$ cat src/rtl/dwatch_pkg.sv
package dwatch_pkg;

   localparam int NUM_WP = 2;

   typedef enum logic [1:0] {
      VM_OFF  = 2'b00,
      VM_ALL  = 2'b01,
      VM_ANY  = 2'b10,
      VM_ANY3 = 2'b11
   } vmode_e;

endpackage

$ cat src/rtl/dwatch_addr_cmp.sv
module dwatch_addr_cmp
   import dwatch_pkg::*;
#(
   parameter int ADDR_W        = 32,
   parameter bit RANGE_SUPPORT = 1'b1
)(
   input  logic [ADDR_W-1:0]             addr,
   input  logic [NUM_WP-1:0][ADDR_W-1:0] wp_addr,
   input  logic                          range_en,
   output logic [NUM_WP-1:0]             hit
);

   if (ADDR_W < 1) begin : g_bad_addr_w
      $error("dwatch_addr_cmp: ADDR_W must be positive");
   end

   logic [NUM_WP-1:0] exact_hit;

   for (genvar i = 0; i < NUM_WP; i++) begin : g_exact
      assign exact_hit[i] = (addr == wp_addr[i]);
   end

   if (RANGE_SUPPORT) begin : g_range
      // one shared window: lower bound inclusive, upper bound exclusive
      logic above_lo;
      logic below_hi;
      logic in_window;
      assign above_lo  = (addr >= wp_addr[0]);
      assign below_hi  = (addr <  wp_addr[1]);
      assign in_window = above_lo & below_hi;
      assign hit = range_en ? {NUM_WP{in_window}} : exact_hit;
   end else begin : g_exact_only
      logic unused_range;
      assign unused_range = range_en;
      assign hit = exact_hit;
   end

endmodule

$ cat src/rtl/dwatch_val_cmp.sv
module dwatch_val_cmp
   import dwatch_pkg::*;
#(
   parameter int DATA_W = 32,
   localparam int LANES = DATA_W / 8
)(
   input  logic [DATA_W-1:0] data,
   input  logic [DATA_W-1:0] cmp_val,
   input  logic [LANES-1:0]  lane_sel,
   input  logic [1:0]        mode,
   output logic              qual
);

   if ((DATA_W % 8) != 0 || DATA_W < 8) begin : g_bad_data_w
      $error("dwatch_val_cmp: DATA_W must be a non-zero multiple of 8");
   end

   logic [LANES-1:0] lane_eq;
   logic             all_ok;
   logic             any_ok;
   logic             val_on;
   logic             mode_ok;

   for (genvar k = 0; k < LANES; k++) begin : g_lane
      assign lane_eq[k] = (data[8*k +: 8] == cmp_val[8*k +: 8]);
   end

   // unselected lanes count as passing for the AND form
   assign all_ok = &(lane_eq | ~lane_sel);
   assign any_ok = |(lane_eq & lane_sel);
   assign val_on = |lane_sel;

   always_comb begin
      unique case (mode)
         VM_OFF:  mode_ok = 1'b0;
         VM_ALL:  mode_ok = all_ok;
         default: mode_ok = any_ok;
      endcase
   end

   assign qual = val_on ? mode_ok : 1'b1;

endmodule

$ cat src/rtl/dwatch_status.sv
module dwatch_status #(
   parameter int NUM = 2
)(
   input  logic           clk,
   input  logic           rst_n,
   input  logic [NUM-1:0] ev_rd,
   input  logic [NUM-1:0] ev_wr,
   input  logic [NUM-1:0] clr_rd,
   input  logic [NUM-1:0] clr_wr,
   output logic [NUM-1:0] st_rd,
   output logic [NUM-1:0] st_wr
);

   if (NUM < 1) begin : g_bad_num
      $error("dwatch_status: NUM must be positive");
   end

   // the event term is ORed last so that it wins over a clear
   always_ff @(posedge clk or negedge rst_n) begin
      if (!rst_n) begin
         st_rd <= '0;
         st_wr <= '0;
      end else begin
         st_rd <= (st_rd & ~clr_rd) | ev_rd;
         st_wr <= (st_wr & ~clr_wr) | ev_wr;
      end
   end

   AST_STICKY_HOLD: assert property (@(posedge clk) disable iff (!rst_n)
      1'b1 |=> (({st_rd, st_wr} & $past({st_rd & ~clr_rd, st_wr & ~clr_wr}))
                == $past({st_rd & ~clr_rd, st_wr & ~clr_wr})));

   AST_CLEAR_TAKES: assert property (@(posedge clk) disable iff (!rst_n)
      1'b1 |=> (({st_rd, st_wr} & $past({clr_rd & ~ev_rd, clr_wr & ~ev_wr})) == '0));

   AST_EVENT_WINS: assert property (@(posedge clk) disable iff (!rst_n)
      1'b1 |=> (({st_rd, st_wr} & $past({ev_rd, ev_wr})) == $past({ev_rd, ev_wr})));

endmodule

$ cat src/rtl/dwatch_top.sv
module dwatch_top
   import dwatch_pkg::*;
#(
   parameter int  ADDR_W        = 32,
   parameter int  DATA_W        = 32,
   parameter bit  RANGE_SUPPORT = 1'b1,
   localparam int LANES         = DATA_W / 8
)(
   input  logic                          clk,
   input  logic                          rst_n,
   input  logic                          acc_valid,
   input  logic                          acc_write,
   input  logic [ADDR_W-1:0]             acc_addr,
   input  logic [DATA_W-1:0]             acc_data,
   input  logic [NUM_WP-1:0][ADDR_W-1:0] wp_addr,
   input  logic [NUM_WP-1:0][DATA_W-1:0] wp_val,
   input  logic [NUM_WP-1:0][LANES-1:0]  wp_be,
   input  logic [NUM_WP-1:0][1:0]        wp_mode,
   input  logic [NUM_WP-1:0]             rd_en,
   input  logic [NUM_WP-1:0]             wr_en,
   input  logic                          range_en,
   input  logic [NUM_WP-1:0]             clr_rd,
   input  logic [NUM_WP-1:0]             clr_wr,
   output logic [NUM_WP-1:0]             st_rd,
   output logic [NUM_WP-1:0]             st_wr
);

   if (NUM_WP != 2) begin : g_bad_wp
      $error("dwatch_top: range mode needs exactly two watchpoints");
   end

   logic [NUM_WP-1:0] addr_hit;
   logic [NUM_WP-1:0] val_ok;
   logic [NUM_WP-1:0] ev_rd;
   logic [NUM_WP-1:0] ev_wr;
   logic              is_load;
   logic              is_store;

   assign is_load  = acc_valid & ~acc_write;
   assign is_store = acc_valid &  acc_write;

   dwatch_addr_cmp #(
      .ADDR_W        (ADDR_W),
      .RANGE_SUPPORT (RANGE_SUPPORT)
   ) u_addr (
      .addr     (acc_addr),
      .wp_addr  (wp_addr),
      .range_en (range_en),
      .hit      (addr_hit)
   );

   for (genvar i = 0; i < NUM_WP; i++) begin : g_wp
      dwatch_val_cmp #(
         .DATA_W (DATA_W)
      ) u_val (
         .data     (acc_data),
         .cmp_val  (wp_val[i]),
         .lane_sel (wp_be[i]),
         .mode     (wp_mode[i]),
         .qual     (val_ok[i])
      );

      assign ev_rd[i] = is_load  & rd_en[i] & addr_hit[i] & val_ok[i];
      assign ev_wr[i] = is_store & wr_en[i] & addr_hit[i] & val_ok[i];

      AST_MODE_OFF_SILENT: assert property (@(posedge clk) disable iff (!rst_n)
         ((wp_be[i] != '0) && (wp_mode[i] == VM_OFF)) |-> !(ev_rd[i] || ev_wr[i]));

      AST_DISABLED_HOLDS: assert property (@(posedge clk) disable iff (!rst_n)
         (!rd_en[i] && !wr_en[i] && !clr_rd[i] && !clr_wr[i])
            |=> ($stable(st_rd[i]) && $stable(st_wr[i])));
   end

   dwatch_status #(
      .NUM (NUM_WP)
   ) u_status (
      .clk    (clk),
      .rst_n  (rst_n),
      .ev_rd  (ev_rd),
      .ev_wr  (ev_wr),
      .clr_rd (clr_rd),
      .clr_wr (clr_wr),
      .st_rd  (st_rd),
      .st_wr  (st_wr)
   );

   AST_STORE_NO_RD: assert property (@(posedge clk) disable iff (!rst_n)
      is_store |=> ((st_rd & ~$past(st_rd)) == '0));

   AST_LOAD_NO_WR: assert property (@(posedge clk) disable iff (!rst_n)
      is_load |=> ((st_wr & ~$past(st_wr)) == '0));

   AST_IDLE_NO_SET: assert property (@(posedge clk) disable iff (!rst_n)
      !acc_valid |=> (({st_rd, st_wr} & ~$past({st_rd, st_wr})) == '0));

endmodule

$ cat config.mk
export PLATFORM = sky130hd
export DESIGN_NAME = dwatch_top
export DESIGN_NICKNAME = d
export VERILOG_FILES = /design/src/rtl/dwatch_pkg.sv /design/src/rtl/dwatch_addr_cmp.sv /design/src/rtl/dwatch_val_cmp.sv /design/src/rtl/dwatch_status.sv /design/src/rtl/dwatch_top.sv
export SDC_FILE = /design/constraint.sdc
export NUM_CORES = 1
export LEC_CHECK = 0
export BUFFER_PORTS_ARGS = -buffer_cell sky130_fd_sc_hd__buf_2
export CAP_MARGIN = 5
export CELL_PAD_IN_SITES_DETAIL_PLACEMENT = 0
export CELL_PAD_IN_SITES_GLOBAL_PLACEMENT = 1
export CORE_ASPECT_RATIO = 1.2
export CORE_MARGIN = 2
export CORE_UTILIZATION = 28
export DETAILED_ROUTE_END_ITERATION = 8
export GPL_TIMING_DRIVEN = 0
export PLACE_DENSITY = 0.85
export SETUP_SLACK_MARGIN = 0.1
export SKIP_LAST_GASP = 1
export SLEW_MARGIN = 20
export SYNTH_ARGS = -nofsm -noshare
export SYNTH_HDL_FRONTEND = slang
export SYNTH_SLANG_ARGS = --single-unit
$ cat constraint.sdc
create_clock -name clk -period 1.38 [get_ports clk]
set_input_delay 0.276 -clock clk [delete_from_list [all_inputs] [get_ports clk]]
set_output_delay 0.276 -clock clk [all_outputs]
set_load 0.02 [all_outputs]
Word-level counts from Yosys, hierarchy flattened:

Index checks and enable logic that the tools add are counted.

* flip-flop bits (word level): 4
* output and inout bits: 4
* word-level logic and storage cells: 57

* $lt $le $gt $ge: 2
* eq/ne operators: 12
* multiplexer cells: 5
* bitwise logic cells: 28
* reduce and logical (&&, ||, !) cells: 8

Operator list (count)
* 32-bit equality test: 2
* 8-bit equality test: 8
* 32-bit greater-or-equal comparator: 1
* 32-bit less-than comparator: 1
* 4-bit OR reduction: 4
* 1-bit AND: 15
* 4-bit AND: 2
* 4-bit NOT: 2
* 4-bit OR: 2
* 4-bit AND reduction: 2
* 2-bit AND: 2
* 2-bit by 1-bit equality test with 1-bit output, second input constant: 2
* 2-bit zero test: 2
* 2-bit NOT: 2
* 2-bit OR: 2
* 1-bit case mux with 2 select lines: 2
* 1-bit 2-to-1 mux: 2
* 2-bit 2-to-1 mux: 1
* 1-bit NOT: 1

Logic depth before layout (Yosys ltp):

* depth after elaboration: 7
* gate-level depth with buffers: 9

By module:

Synthesis repeated with hierarchy kept, for this count alone.

* cells, all modules: 371
* area total of the unflattened synthesis: 2727.6 sq um

By module, submodules not included
* dwatch_addr_cmp: times used 1, cells each 230, area each 1657.8 sq um
* dwatch_val_cmp: times used 2, cells each 60, area each 437.9 sq um
* dwatch_status: times used 1, cells each 12, area each 145.1 sq um
* dwatch_top: times used 1, cells each 9, area each 48.8 sq um

Least setup slack after synthesis:

No wires, ideal clock.

* path type: in2reg
* start point: input wp_addr[14] in the netlist's numbering
* end point: register u_status.st_rd[0]
* setup time: 130 ps
* arrival: 1683 ps
* data required time: 1250 ps
* path slack: -433 ps
* stages on the path: 9
* path buffers: 0
* cells stage by stage: inv_1 -> ha_1 -> a21oi_1 -> nand2_1 -> a21o_1 -> o41ai_1 -> nand3_2 -> a21oi_1 -> o32ai_1

* longest elaborated chain between the ends: 6

RTL lines
* start: declaration: RTL line dwatch_top.sv:15 `input logic [NUM_WP-1:0][ADDR_W-1:0] wp_addr,`
* 32-bit greater-or-equal comparator: RTL line dwatch_addr_cmp.sv:28 `assign above_lo = (addr >= wp_addr[0]);`
* 1-bit AND: RTL line dwatch_addr_cmp.sv:30 `assign in_window = above_lo & below_hi;`
* 2-bit 2-to-1 mux *: RTL line dwatch_addr_cmp.sv:31 `assign hit = range_en ? {NUM_WP{in_window}} : exact_hit;`
* 1-bit AND * (2 in series): RTL line dwatch_top.sv:63 `assign ev_rd[i] = is_load & rd_en[i] & addr_hit[i] & val_ok[i];`
* 2-bit OR *: RTL line dwatch_status.sv:24 `st_rd <= (st_rd & ~clr_rd) | ev_rd;`
* end signal: assignment: RTL line dwatch_status.sv:24
* end: declaration: RTL line dwatch_status.sv:10 `output logic [NUM-1:0] st_rd,`

Mark *: on every way between the ends. The rest lies on a longest branch, timed or not.

Worst setup path in the final report:

* start point: input acc_addr[6]
* end point: register u_status.st_rd[1]

* longest elaborated chain between the ends: 6

RTL lines
* start: declaration: RTL line dwatch_top.sv:13 `input logic [ADDR_W-1:0] acc_addr,`
* 32-bit greater-or-equal comparator / 32-bit less-than comparator (equally long branches): RTL line dwatch_addr_cmp.sv:28, dwatch_addr_cmp.sv:29
* 1-bit AND: RTL line dwatch_addr_cmp.sv:30
* 2-bit 2-to-1 mux *: RTL line dwatch_addr_cmp.sv:31
* 1-bit AND * (2 in series): RTL line dwatch_top.sv:63
* 2-bit OR *: RTL line dwatch_status.sv:24

Marked as above.

==> impl_metrics.json <==
{
  "status": "finished with violations",
  "violations": "negative setup slack",
  "cts_buffer_depth": 2,
  "synth_top_cell_area_share": 0.300,
  "grt.total_usage": 0.183,
  "yosysWarnings": 0,
  "power.density_nw_per_um2": 391,
  "nNetsFinal": 879,
  "drive_gt1_frac": 0.522,
  "worstPathMaxFanout": 2,
  "endpoint_kind": "flop",
  "clk_pin_slew_ns": 0.03,
  "via_count": 3382,
  "hold_ws_ns": 0.243,
  "syn_to_final_growth_pct": 80.7,
  "drtIter0Drc": 43,
  "drc_errors": 0,
  "wl_per_cell_microns": 13.6,
  "cts_root_buf": "clkbuf_16",
  "power.leakage_uw": 0.00236,
  "io_buffers": 220,
  "synth-seq-cells": 4,
  "skew_ns": 0,
  "period_share": 1.33,
  "setup_viol": 4,
  "vias_per_cell": 4.70,
  "die_area_sq_um": 10300,
  "hp-class": "input port to flop",
  "critical_path_class": "input port to flop",
  "critPathLaunchType": "input port",
  "cp.arrival_ns": 1.93,
  "synth_area_leaders": "ha_1 (30%), xnor2_1 (21%), inv_1 (10%)",
  "ys_seq_area_frac": 0.0375,
  "maxCapViolCount": 0,
  "dr.pass1.iters": 4,
  "fill_cells": 918,
  "initial_utilization": 0.283,
  "routed_wl_mm": 9.82,
  "clk_latency_ns": 0.22,
  "avgSynthCellArea_sq_um": 7.33,
  "grt_pass1_wl_mm": 15.2,
  "r2r_slack_ns": 0.74,
  "numClockSinks": 4,
  "numCtsBuffers": 3,
  "crit_required_ns": 1.47,
  "syn_area_sq_um": 2670,
  "die_h_microns": 111,
  "placed_cells": 707,
  "layout.cells.non_filler": 720,
  "first_global_vias": 3609,
  "cts_tree": "built",
  "fmax_mhz": 545,
  "synth_cell_types": 34,
  "tightest_slew_ns": 0.421,
  "final_antenna_net_count": 0,
  "grt_max_degree": 5,
  "drv_slew": 0,
  "rsz0062_at_grt": "yes",
  "fin_util": 0.512,
  "fp.dieW_microns": 93.1,
  "gp_congestion": 0.830,
  "yosysTopAreaCell": "ha_1",
  "globalRoute.totalOverflow": 0,
  "min_period_ns": 1.84,
  "peakVddDrop_uv": 240,
  "antenna_found_initial": 1,
  "ios": 221,
  "core_area_sq_um": 9420,
  "hold_viol": 0,
  "h-tree-depth": 1,
  "synth_nets": 645,
  "relSlewSlack": 0.712,
  "syn_inst": 364,
  "dp_hpwl_mm": 8.93,
  "rows": 39,
  "setup_slack_ns": -0.457
}
==> synthesized netlist by cell type, drive strengths merged <==
master,n
a21o,7
a221oi,1
nand3b,3
nor2,9
ha,64
nand3,15
a2111oi,2
and4,1
o41ai,1
a21boi,2
o211ai,1
o32ai,4
a31o,2
dfrtp,4
inv,74
nor4bb,1
nand4,26
nor3,8
nor2b,2
o21ai,14
nand2b,2
xnor2,64
a21oi,27
nand4b,1
and3,2
nand2,18
a31oi,2
nor4,5
a211oi,1
o31ai,1
==> kinds of logic (layout without fill, tap and decap cells) <==
logic type	after synthesis	after routing	synth area share
AOI/OAI and AO/OA	65	65	0.150
buffers and inverters	74	306	0.104
other	0	1	0
adders and majority gates	64	64	0.300
xor gates and xnor gates	64	64	0.210
and+or+nand+nor	93	93	0.198
DFF	4	4	0.0375
==> flip-flops by register name (all words and copies together) (netlist names) <==
name / flops
u_status.st_wr: 2
u_status.st_rd: 2
==> power by group <==
part | switching, uW | leakage [uW] | internal, uW
Clock | 83.4 | 0.0000370 | 370
Combinational | 595 | 0.00227 | 715
Sequential | 0.728 | 0.0000558 | 119
Total | 680 | 0.00236 | 1200
==> worst max-delay path: stages <==
cell,delay [ns]
buf_2,0.12
ha_1,0.31
nand4_1,0.13
nor3_2,0.07
a21boi_2,0.17
o41ai_4,0.35
nand3_2,0.18
a21oi_4,0.21
o32ai_2,0.11
==> cell usage in the layout (no fill, tap or decap), types with 2 or more instances in the layout <==
cell,instances
a2111oi_0,2
a21o_1,7
a21oi_1,22
a21oi_2,3
a21oi_4,2
a31o_2,2
and3_1,2
buf_2,196
buf_4,11
buf_6,17
buf_8,4
clkbuf_16,3
dfrtp_1,4
ha_1,33
ha_4,31
inv_1,53
inv_2,18
inv_4,3
nand2_1,17
nand2b_1,2
nand3_1,13
nand3_2,2
nand3b_1,3
nand4_1,23
nand4_4,3
nor2_1,9
nor2b_1,2
nor3_1,6
nor4_1,2
nor4_4,2
o21ai_0,11
o21ai_1,3
o32ai_2,4
xnor2_1,64
==> per-layer routing <==
metal,vias to the layer above,part of all wire,wire length (microns),global-route usage
met5,-,0,0,0
met4,0,0.015,147,0.0422
met3,11,0.062,609,0.0156
met2,140,0.55,5420,0.380
met1,1490,0.37,3640,0.189
li1,1741,-,-,-
==> what timing repair did <==
action | CTS | global route
setup buffers | 7 | 1
endpoints found under the hold margin | 4 | 0
pin swaps | 18 | 14
resized for setup | 48 | 39
hold buffers | 1 | 0
setup endpoints to repair | 4 | 4
==> cell type report <==
cell class                      count  area [sq um]  share of cell area
Tap cell                          123           154              0.0319
Antenna cell                        1          2.50            0.000519
Inverter                           74           285              0.0592
Clock buffer                        3          75.1              0.0156
Multi-Input combinational cell    286          2880               0.597
Sequential cell                     4           100              0.0208
Timing Repair Buffer              229          1330               0.275
==> per-stage QoR <==
stage	TNS (ns)	worst slack (ns)	total power (uW)	cell area [sq um]
floorplan	-1.35	-0.357	714	2930
global placement	-3.30	-0.846	1200	4180
detailed placement	-3.43	-0.893	1240	4180
CTS	-1.88	-0.475	1810	4600
global route	-2.18	-0.552	2050	4820
finish	-1.81	-0.457	1880	4820
==> final timing paths <==
check,start,endpoint,cells past startpoint
max,acc_addr[6],u_status.st_rd[1]$_DFF_PN0_,9
min,clr_wr[0],u_status.st_wr[0]$_DFF_PN0_,2
max reg2reg,u_status.st_rd[1]$_DFF_PN0_,u_status.st_rd[1]$_DFF_PN0_,2
min reg2reg,u_status.st_rd[0]$_DFF_PN0_,u_status.st_rd[0]$_DFF_PN0_,2
max in group asynchronous,rst_n,u_status.st_wr[1]$_DFF_PN0_,2
min in group asynchronous,rst_n,u_status.st_rd[0]$_DFF_PN0_,2
Note: power is estimated with default switching activity, not from simulation.
